### src/rtl/lcr_uart_pkg.sv
package lcr_uart_pkg;

  localparam logic [7:0] OFS_DATA = 8'h00;
  localparam logic [7:0] OFS_ERR  = 8'h04;
  localparam logic [7:0] OFS_FMT  = 8'h08;
  localparam logic [7:0] OFS_DIVH = 8'h0C;
  localparam logic [7:0] OFS_DIVL = 8'h10;
  localparam logic [7:0] OFS_CTRL = 8'h14;
  localparam logic [7:0] OFS_FLAG = 8'h18;

  // format register layout, bit 6 down to bit 0
  typedef struct packed {
    logic [1:0] wlen;
    logic       fifo_en;
    logic       two_stop;
    logic       even;
    logic       par_en;
    logic       brk;
  } fmt_t;

  typedef struct packed {
    logic       brk_err;
    logic       par_err;
    logic       frm_err;
    logic [7:0] data;
  } rx_word_t;

  function automatic logic [3:0] data_bits(input logic [1:0] code);
    return 4'd5 + {2'b00, code};
  endfunction

  function automatic logic parity_of(input logic [7:0] d, input logic [1:0] code,
                                     input logic even);
    logic [7:0] mask;
    logic p;
    mask = 8'hFF >> (2'd3 - code);
    p = ^(d & mask);
    return even ? p : ~p;
  endfunction

endpackage

### src/rtl/lcr_fifo.sv
module lcr_fifo #(
  parameter int DEPTH = 16,
  parameter int W     = 8
) (
  input  logic         clk,
  input  logic         rst_n,
  input  logic         cap_one,
  input  logic         push,
  input  logic [W-1:0] wdata,
  input  logic         pop,
  output logic [W-1:0] head,
  output logic         empty,
  output logic         full
);
  localparam int AW = (DEPTH > 1) ? $clog2(DEPTH) : 1;
  localparam int CW = $clog2(DEPTH + 1);

  logic [W-1:0]  mem [DEPTH];
  logic [AW-1:0] wr_ptr, rd_ptr;
  logic [CW-1:0] count;
  logic          push_ok, pop_ok;

  assign empty   = (count == '0);
  assign full    = cap_one ? !empty : (count == CW'(DEPTH));
  assign push_ok = push && !full;
  assign pop_ok  = pop && !empty;
  assign head    = mem[rd_ptr];

  always_ff @(posedge clk) begin
    if (push_ok) mem[wr_ptr] <= wdata;
  end

  always_ff @(posedge clk or negedge rst_n) begin
    if (!rst_n) begin
      wr_ptr <= '0;
      rd_ptr <= '0;
      count  <= '0;
    end else begin
      if (push_ok) wr_ptr <= (wr_ptr == AW'(DEPTH - 1)) ? '0 : wr_ptr + 1'b1;
      if (pop_ok)  rd_ptr <= (rd_ptr == AW'(DEPTH - 1)) ? '0 : rd_ptr + 1'b1;
      case ({push_ok, pop_ok})
        2'b10:   count <= count + 1'b1;
        2'b01:   count <= count - 1'b1;
        default: count <= count;
      endcase
    end
  end

  assert_no_overflow_R13: assert property (@(posedge clk) disable iff (!rst_n)
    count <= CW'(DEPTH));

endmodule

### src/rtl/lcr_tx.sv
module lcr_tx import lcr_uart_pkg::*; #(
  parameter int DIV_W = 16
) (
  input  logic             clk,
  input  logic             rst_n,
  input  logic             en,
  input  logic [1:0]       wlen,
  input  logic             par_en,
  input  logic             even,
  input  logic             two_stop,
  input  logic             brk,
  input  logic [DIV_W-1:0] div,
  input  logic             avail,
  input  logic [7:0]       data,
  output logic             take,
  output logic             busy,
  output logic             txd
);
  typedef enum logic [2:0] {T_IDLE, T_START, T_DATA, T_PAR, T_STOP} tstate_t;

  tstate_t          state;
  logic [DIV_W-1:0] pcnt;
  logic [3:0]       sub, idx;
  logic [7:0]       shreg;
  logic             line, par_q, stop2;
  logic             tick, bit_end;

  assign tick    = (pcnt == div);
  assign bit_end = tick && (sub == 4'd15);
  assign take    = en && avail && (state == T_IDLE);
  assign busy    = (state != T_IDLE);
  assign txd     = !en ? 1'b1 : (brk ? 1'b0 : line);

  always_ff @(posedge clk or negedge rst_n) begin
    if (!rst_n) begin
      state <= T_IDLE;
      line  <= 1'b1;
      pcnt  <= '0;
      sub   <= '0;
      idx   <= '0;
      shreg <= '0;
      par_q <= 1'b0;
      stop2 <= 1'b0;
    end else if (!en) begin
      state <= T_IDLE;
      line  <= 1'b1;
    end else if (take) begin
      state <= T_START;
      line  <= 1'b0;
      shreg <= data;
      par_q <= parity_of(data, wlen, even);
      pcnt  <= '0;
      sub   <= '0;
      idx   <= '0;
    end else if (state != T_IDLE) begin
      pcnt <= tick ? '0 : pcnt + 1'b1;
      if (tick) sub <= sub + 1'b1;
      if (bit_end) begin
        case (state)
          T_START: begin
            state <= T_DATA;
            line  <= shreg[0];
          end
          T_DATA: begin
            if (idx == data_bits(wlen) - 4'd1) begin
              if (par_en) begin
                state <= T_PAR;
                line  <= par_q;
              end else begin
                state <= T_STOP;
                line  <= 1'b1;
                stop2 <= two_stop;
              end
            end else begin
              idx   <= idx + 1'b1;
              shreg <= shreg >> 1;
              line  <= shreg[1];
            end
          end
          T_PAR: begin
            state <= T_STOP;
            line  <= 1'b1;
            stop2 <= two_stop;
          end
          T_STOP: begin
            if (stop2) stop2 <= 1'b0;
            else       state <= T_IDLE;
          end
          default: state <= T_IDLE;
        endcase
      end
    end
  end

  // a frame begins with a low start bit on the line
  assert_start_low_R3: assert property (@(posedge clk) disable iff (!rst_n)
    take |=> (!txd || !en));

endmodule

### src/rtl/lcr_rx.sv
module lcr_rx import lcr_uart_pkg::*; #(
  parameter int DIV_W = 16
) (
  input  logic             clk,
  input  logic             rst_n,
  input  logic             en,
  input  logic [1:0]       wlen,
  input  logic             par_en,
  input  logic             even,
  input  logic             two_stop,
  input  logic [DIV_W-1:0] div,
  input  logic             rxd_s,
  output logic             done,
  output rx_word_t         word
);
  typedef enum logic [2:0] {R_IDLE, R_START, R_DATA, R_PAR, R_STOP, R_HOLD} rstate_t;

  rstate_t          state;
  logic [DIV_W-1:0] pcnt;
  logic [3:0]       sub, idx;
  logic [7:0]       dat;
  logic             any_one, fe, pe, stop2;
  logic             tick, samp, confirm;

  assign tick    = (pcnt == div);
  assign samp    = tick && (sub == 4'd15);
  assign confirm = tick && (sub == 4'd7);
  assign word    = '{brk_err: !any_one, par_err: pe, frm_err: fe, data: dat};

  always_ff @(posedge clk or negedge rst_n) begin
    if (!rst_n) begin
      state   <= R_IDLE;
      pcnt    <= '0;
      sub     <= '0;
      idx     <= '0;
      dat     <= '0;
      any_one <= 1'b0;
      fe      <= 1'b0;
      pe      <= 1'b0;
      stop2   <= 1'b0;
      done    <= 1'b0;
    end else begin
      done <= 1'b0;
      if (!en) begin
        state <= R_IDLE;
      end else if (state == R_IDLE) begin
        if (!rxd_s) begin
          state   <= R_START;
          pcnt    <= '0;
          sub     <= '0;
          idx     <= '0;
          dat     <= '0;
          any_one <= 1'b0;
          fe      <= 1'b0;
          pe      <= 1'b0;
        end
      end else begin
        pcnt <= tick ? '0 : pcnt + 1'b1;
        if (tick) sub <= sub + 1'b1;
        case (state)
          R_START: if (confirm) begin
            if (rxd_s) state <= R_IDLE;
            else begin
              state <= R_DATA;
              sub   <= '0;
            end
          end
          R_DATA: if (samp) begin
            dat[idx[2:0]] <= rxd_s;
            any_one       <= any_one | rxd_s;
            if (idx == data_bits(wlen) - 4'd1) begin
              state <= par_en ? R_PAR : R_STOP;
              stop2 <= two_stop;
            end else begin
              idx <= idx + 1'b1;
            end
          end
          R_PAR: if (samp) begin
            pe      <= (rxd_s != parity_of(dat, wlen, even));
            any_one <= any_one | rxd_s;
            state   <= R_STOP;
          end
          R_STOP: if (samp) begin
            any_one <= any_one | rxd_s;
            if (!rxd_s) fe <= 1'b1;
            if (stop2) stop2 <= 1'b0;
            else begin
              done  <= 1'b1;
              state <= rxd_s ? R_IDLE : R_HOLD;
            end
          end
          R_HOLD: if (rxd_s) state <= R_IDLE;
          default: state <= R_IDLE;
        endcase
      end
    end
  end

  // a character is only delivered while the block is enabled
  assert_rx_enabled_R6: assert property (@(posedge clk) disable iff (!rst_n)
    done |-> $past(en));

endmodule

### src/rtl/lcr_uart.sv
module lcr_uart import lcr_uart_pkg::*; #(
  parameter int FIFO_DEPTH = 16,
  parameter int DIV_W      = 16
) (
  input  logic        clk,
  input  logic        rst_n,
  input  logic        bus_sel,
  input  logic        bus_wr,
  input  logic [7:0]  bus_addr,
  input  logic [31:0] bus_wdata,
  output logic [31:0] bus_rdata,
  input  logic        rxd,
  output logic        txd,
  input  logic        cts_in,
  input  logic        dsr_in,
  input  logic        dcd_in
);
  localparam int RXW = $bits(rx_word_t);

  fmt_t             fmt_q;
  logic [7:0]       div_hi_q, div_lo_q;
  logic [DIV_W-1:0] div_act;
  logic             en_q;
  logic [3:0]       err_q;
  logic             rx_meta, rx_sync;
  logic [2:0]       mdm_meta, mdm_sync;

  logic wr_acc, rd_acc, st_clr, rx_pop, tx_push;
  logic tx_take, tx_busy, tx_empty, tx_full;
  logic [7:0] tx_head;
  logic rx_done, rx_empty, rx_full, ovr_evt;
  rx_word_t rx_word, rx_head;
  logic [RXW-1:0] rx_head_bits;
  logic [7:0] flags;
  logic unused_wdata_hi;

  assign unused_wdata_hi = ^bus_wdata[31:8];
  assign wr_acc  = bus_sel && bus_wr;
  assign rd_acc  = bus_sel && !bus_wr;
  assign st_clr  = wr_acc && (bus_addr == OFS_ERR);
  assign tx_push = wr_acc && (bus_addr == OFS_DATA);
  assign rx_pop  = rd_acc && (bus_addr == OFS_DATA);
  assign ovr_evt = rx_done && rx_full;
  assign rx_head = rx_word_t'(rx_head_bits);

  always_ff @(posedge clk or negedge rst_n) begin
    if (!rst_n) begin
      fmt_q    <= '0;
      div_hi_q <= '0;
      div_lo_q <= '0;
      div_act  <= '0;
      en_q     <= 1'b0;
    end else if (wr_acc) begin
      case (bus_addr)
        OFS_FMT: begin
          fmt_q   <= fmt_t'(bus_wdata[6:0]);
          div_act <= DIV_W'({div_hi_q, div_lo_q});
        end
        OFS_DIVH: div_hi_q <= bus_wdata[7:0];
        OFS_DIVL: div_lo_q <= bus_wdata[7:0];
        OFS_CTRL: en_q     <= bus_wdata[0];
        default: ;
      endcase
    end
  end

  always_ff @(posedge clk or negedge rst_n) begin
    if (!rst_n) begin
      err_q <= '0;
    end else if (st_clr) begin
      err_q <= '0;
    end else begin
      if (ovr_evt) err_q[3] <= 1'b1;
      if (rx_pop && !rx_empty)
        err_q[2:0] <= {rx_head.brk_err, rx_head.par_err, rx_head.frm_err};
    end
  end

  always_ff @(posedge clk or negedge rst_n) begin
    if (!rst_n) begin
      rx_meta  <= 1'b1;
      rx_sync  <= 1'b1;
      mdm_meta <= '0;
      mdm_sync <= '0;
    end else begin
      rx_meta  <= rxd;
      rx_sync  <= rx_meta;
      mdm_meta <= {dcd_in, dsr_in, cts_in};
      mdm_sync <= mdm_meta;
    end
  end

  lcr_fifo #(.DEPTH(FIFO_DEPTH), .W(8)) u_txq (
    .clk(clk), .rst_n(rst_n), .cap_one(!fmt_q.fifo_en),
    .push(tx_push), .wdata(bus_wdata[7:0]), .pop(tx_take),
    .head(tx_head), .empty(tx_empty), .full(tx_full));

  lcr_fifo #(.DEPTH(FIFO_DEPTH), .W(RXW)) u_rxq (
    .clk(clk), .rst_n(rst_n), .cap_one(!fmt_q.fifo_en),
    .push(rx_done), .wdata(rx_word), .pop(rx_pop),
    .head(rx_head_bits), .empty(rx_empty), .full(rx_full));

  lcr_tx #(.DIV_W(DIV_W)) u_tx (
    .clk(clk), .rst_n(rst_n), .en(en_q), .wlen(fmt_q.wlen), .par_en(fmt_q.par_en),
    .even(fmt_q.even), .two_stop(fmt_q.two_stop), .brk(fmt_q.brk), .div(div_act),
    .avail(!tx_empty), .data(tx_head), .take(tx_take), .busy(tx_busy), .txd(txd));

  lcr_rx #(.DIV_W(DIV_W)) u_rx (
    .clk(clk), .rst_n(rst_n), .en(en_q), .wlen(fmt_q.wlen), .par_en(fmt_q.par_en),
    .even(fmt_q.even), .two_stop(fmt_q.two_stop), .div(div_act),
    .rxd_s(rx_sync), .done(rx_done), .word(rx_word));

  assign flags = {tx_empty, rx_full, tx_full, rx_empty, tx_busy, mdm_sync};

  always_comb begin
    bus_rdata = '0;
    case (bus_addr)
      OFS_DATA: bus_rdata[7:0] = rx_head.data;
      OFS_ERR:  bus_rdata[3:0] = err_q;
      OFS_FMT:  bus_rdata[6:0] = fmt_q;
      OFS_DIVH: bus_rdata[7:0] = div_hi_q;
      OFS_DIVL: bus_rdata[7:0] = div_lo_q;
      OFS_CTRL: bus_rdata[0]   = en_q;
      OFS_FLAG: bus_rdata[7:0] = flags;
      default:  bus_rdata = '0;
    endcase
  end

  assert_err_clear_R11: assert property (@(posedge clk) disable iff (!rst_n)
    st_clr |=> (err_q == 4'd0));

  assert_overrun_sticky_R10: assert property (@(posedge clk) disable iff (!rst_n)
    (ovr_evt && !st_clr) |=> err_q[3]);

endmodule

### config.mk
export PLATFORM = sky130hd
export DESIGN_NAME = lcr_uart
export DESIGN_NICKNAME = d
export VERILOG_FILES = /design/src/rtl/lcr_uart_pkg.sv /design/src/rtl/lcr_fifo.sv /design/src/rtl/lcr_tx.sv /design/src/rtl/lcr_rx.sv /design/src/rtl/lcr_uart.sv
export SDC_FILE = /design/constraint.sdc
export NUM_CORES = 1
export LEC_CHECK = 0
export ABC_AREA = 1
export CAP_MARGIN = 20
export CORE_MARGIN = 3
export CORE_UTILIZATION = 42
export CTS_BUF_LIST = sky130_fd_sc_hd__clkbuf_2 sky130_fd_sc_hd__clkbuf_4 sky130_fd_sc_hd__clkbuf_8
export DETAILED_ROUTE_END_ITERATION = 7
export PLACE_DENSITY = 0.64
export SYNTH_ARGS = -nofsm -noshare
export SYNTH_HDL_FRONTEND = slang
export SYNTH_SLANG_ARGS = --single-unit
export TNS_END_PERCENT = 100
### constraint.sdc
create_clock -name clk -period 6.2 [get_ports clk]
set_input_delay 1.24 -clock clk [delete_from_list [all_inputs] [get_ports clk]]
set_output_delay 1.24 -clock clk [all_outputs]
set_load 0.01 [all_outputs]
==> summary.md <==
| Metric | Value |
|---|---|
| Status | completed |
| CP Launch Type | register |
| Num CTS Buffers | 79 |
| Clk slew on worst S/H paths | 60 ps |
| PortBufs | 32 |
| Most frequent cell after synthesis | nand2_1 |
| Cells along the critical path | inv_2 > buf_4 > o21ai_0 > o22ai_1 > o21ai_0 > o21ai_0 > nand2_1 > o2111ai_1 > clkdlybuf4s50_1 |
| Synth cell count leaders | nand2_1, edfxtp_1, nor2_1 |
| Crit share post-route | 87.4% |
| Final setup fails | 0 |
| P_leak | 0.00948 uW |
| Cell Pwr Density | 293 nW/um^2 |
| DR vias | 15300 |
| Largest net degree at the start of global routing | 72 |
| Slew margin rel. | 26.1% |
| Worst-skew pair later-pin latency | 650 ps |
| Synthesis-to-finish area growth | 12.3% |
| Die H | 230 microns |
| Syn Inst Count | 2137 |
| R2R depth | 14 |
| Netlist cell types | 54 |
| EDFF count, synth | 304 |
| Root Driver | clkbuf_8 |
| Drt first pass iters | 5 |
| Nets | 2271 |
| Highest metal used | met5 |
| Worst EP required | 4960 ps |
| Final worst slack | 779 ps |
| Crit Reg-Reg Startpoint | u_txq.count[1]$_DFFE_PN0P_ |
| Synth Flop Type | edfxtp_1 |
| Gr usage total | 19.8% |
| Hold Startpoint | mdm_meta[1]$_DFF_PN0_ |
| Inserted Diodes | 0 |
| Rows | 81 |
| Register area share after synthesis | 62.0% |
| Slowest CP cell | inv_2 |
| Cell mode on critical path | o21ai_0 |
| Slew @ Worst Pin | 1100 ps |
| Met1 WL | 24000 microns |
| Final Skew | 33.5 ps |
| # H-tree levels | 3 |
| Initial antenna violation count | 1 |
| Delay-heaviest family, CP | buffers and inverters |
| Ys async rst share | 33.9% |
| Post-CTS Setup Bufs | 0 |
| Routed len/inst | 18.0 microns |
| Top cell type's share of synthesized area | 43.4% |
| Setup CP Type | reg2out |
| HPWL after DPL | 34500 microns |
| Resized Gates After CTS | 0 |
| CP peak stage delay | 710 ps |
| Final std cells w/o fill | 2929 |
| Hold WS | 345 ps |
| Area of the core | 49300 sq um |
| R2R Setup Slk | 2670 ps |
| Syn avg cell area | 9.85 sq um |
| Die footprint | 52800 sq um |
| Grt ovf | 0 |
| Cts hold-fix bufs | 0 |
| Number of global-route vias before repair | 14800 |
| Hold endpoint | mdm_sync[1]$_DFF_PN0_ |
| Crit path time final | 5420 ps |
| Multi-input gate area | 6840 sq um |
| Synth warn | 0 |
| Maximum VDD drop | 0.210 mV |
| Hold depth | 0 |
| First-pass GRT wire length | 81800 microns |
| Top-level I/O count | 81 |
| FMAX | 0.184 GHz |
| Routed wl met2 | 24500 microns |
| Fin. max-slew vios | 0 |
| Critical path peak fanout | 45 |
| Post-synth top area cell | edfxtp_1 |
| CTS tree | built |
| Setup crit end kind | output port |
| Chip Width | 230 microns |
| Placement Setup Slack | 931 ps |
| Routed Antenna Nets | 0 |
| Final Hold Vio Count | 0 |
| Type of the worst min-delay path | reg2reg |
| Vias per inst | 5.23 |
| Layout cells sized above 1 | 8.65% |
| Max clock buf depth | 3 |
| Total Wirelength | 52800 microns |
| Reg2reg end | u_txq.count[4]$_DFFE_PN0P_ |
| Sink Count | 460 |
| Starting density of the core | 42.7% |
| Worst path bufs/invs | 3 |
| Placed insts | 2773 |
| RSZ-0062 raised after global routing | no |
| Post-synthesis register bit count | 460 |
| Post-DP Area | 21900 sq um |
| Initial drt markers | 1357 |
| Remaining DRCs | 0 |
| Area of the mapped netlist | 21000 sq um |
| FF+latch area | 13000 sq um |
| GP Congestion | 0.928 |
| Max Cap Violations | 0 |
| Setup TNS | 0 ps |
| Arr. time, crit path | 4180 ps |
| Synth top area cells | edfxtp_1, dfrtp_1, nand2_1 |
| Filler Cells Inserted | 4561 |
| Final non-filler cell area | 23600 sq um |
| WL met3 | 3410 microns |
report_power, final:
group,switching [uW],internal (uW)
Clock,1250,1550
Combinational,547,228
Sequential,46.9,3310
placed cells by master (no fill, tap or decap), types with 4 or more instances in the layout:
| cell type | netlist | layout |
|---|---|---|
| a21oi_1 | 53 | 53 |
| o21ai_0 | 199 | 199 |
| clkinv_2 | 0 | 12 |
| conb_1 | 1 | 24 |
| a31oi_1 | 4 | 4 |
| clkdlybuf4s50_1 | 0 | 31 |
| nand2_2 | 5 | 5 |
| buf_6 | 1 | 7 |
| edfxtp_1 | 304 | 304 |
| o22ai_1 | 24 | 24 |
| mux2_2 | 6 | 6 |
| inv_1 | 187 | 187 |
| a221oi_1 | 13 | 13 |
| clkbuf_8 | 0 | 88 |
| nand2_1 | 504 | 504 |
| buf_4 | 25 | 16 |
| inv_2 | 11 | 11 |
| xnor2_1 | 23 | 23 |
| nand4_1 | 21 | 21 |
| nor2_1 | 227 | 227 |
| nor4_1 | 7 | 7 |
| o211ai_1 | 8 | 8 |
| clkinv_1 | 5 | 20 |
| nand3_1 | 132 | 132 |
| clkbuf_4 | 0 | 25 |
| o21ai_1 | 11 | 11 |
| dfrtp_1 | 153 | 151 |
| nor3_2 | 5 | 5 |
| nor3_1 | 31 | 31 |
| o221ai_1 | 13 | 13 |
| xor2_1 | 28 | 28 |
| ha_1 | 23 | 23 |
worst max-delay path by stage:
stage	slack, ps	to	cells past startpoint	start
floorplan	2620	u_txq.count[4]$_DFFE_PN0P_	16	bus_addr[7]
global placement	990	u_txq.count[4]$_DFFE_PN0P_	17	bus_addr[7]
detailed placement	930	u_txq.count[4]$_DFFE_PN0P_	17	bus_addr[7]
CTS	800	bus_rdata[7]	9	u_rxq.rd_ptr[0]$_DFFE_PN0P_
global route	580	bus_rdata[7]	9	u_rxq.rd_ptr[0]$_DFFE_PN0P_
finish	780	bus_rdata[7]	9	u_rxq.rd_ptr[0]$_DFFE_PN0P_
per-layer routing:
metal	GRT usage, %	up-vias
met3	3.87	80
met1	27.5	7404
met5	0	-
li1	-	7342
met2	31.9	488
met4	5.88	2
cell type report:
class / instances / area share, %
clock buffer: 113 / 5.92
clock inverter: 34 / 0.969
inverter: 203 / 3.23
multi-input combinational: 1400 / 29.0
sequential: 460 / 55.2
tap: 664 / 3.52
timing repair buffer: 55 / 2.22
sequential cells by signal, indices dropped and copies added (netlist names), 4 cells and up:
| register | cells |
|---|---|
| u_rxq.rd_ptr | 4 |
| u_rx.sub | 4 |
| u_rx.dat | 8 |
| div_hi_q | 8 |
| u_tx.sub | 4 |
| err_q | 4 |
| u_txq.count | 5 |
| u_tx.shreg | 8 |
| u_rxq.wr_ptr | 4 |
| fmt_q | 7 |
| u_tx.idx | 4 |
| div_lo_q | 8 |
| div_act | 16 |
| u_rx.idx | 4 |
| u_txq.wr_ptr | 4 |
| u_rx.pcnt | 16 |
| u_rxq.count | 5 |
| u_txq.mem | 128 |
| u_tx.pcnt | 16 |
| u_rxq.mem | 176 |
| u_txq.rd_ptr | 4 |
through the flow:
stage	utilization, %	total power, uW
2_1_floorplan	-	3960
3_5_place_dp	44.5	4180
6_report	48.0	6930
5_1_grt	48.0	7240
4_1_cts	47.8	7000
3_3_place_gp	44.5	4160
kinds of logic (layout without fill, tap and decap cells):
logic type               after synthesis  in the layout  synth area share (%)
flip-flops                           460            460                  62.0
AO/OA/AOI/OAI                        346            346                  9.30
other                                  1             24                0.0178
XOR/XNOR                              51             51                  2.12
AND/OR/NAND/NOR                      947            947                  18.8
buffers and inverters                300            405                  5.95
adder cells (fa/ha/maj)               24             24                  1.46
multiplexers                           8              8                 0.416
(Power assumes the default switching activity.)
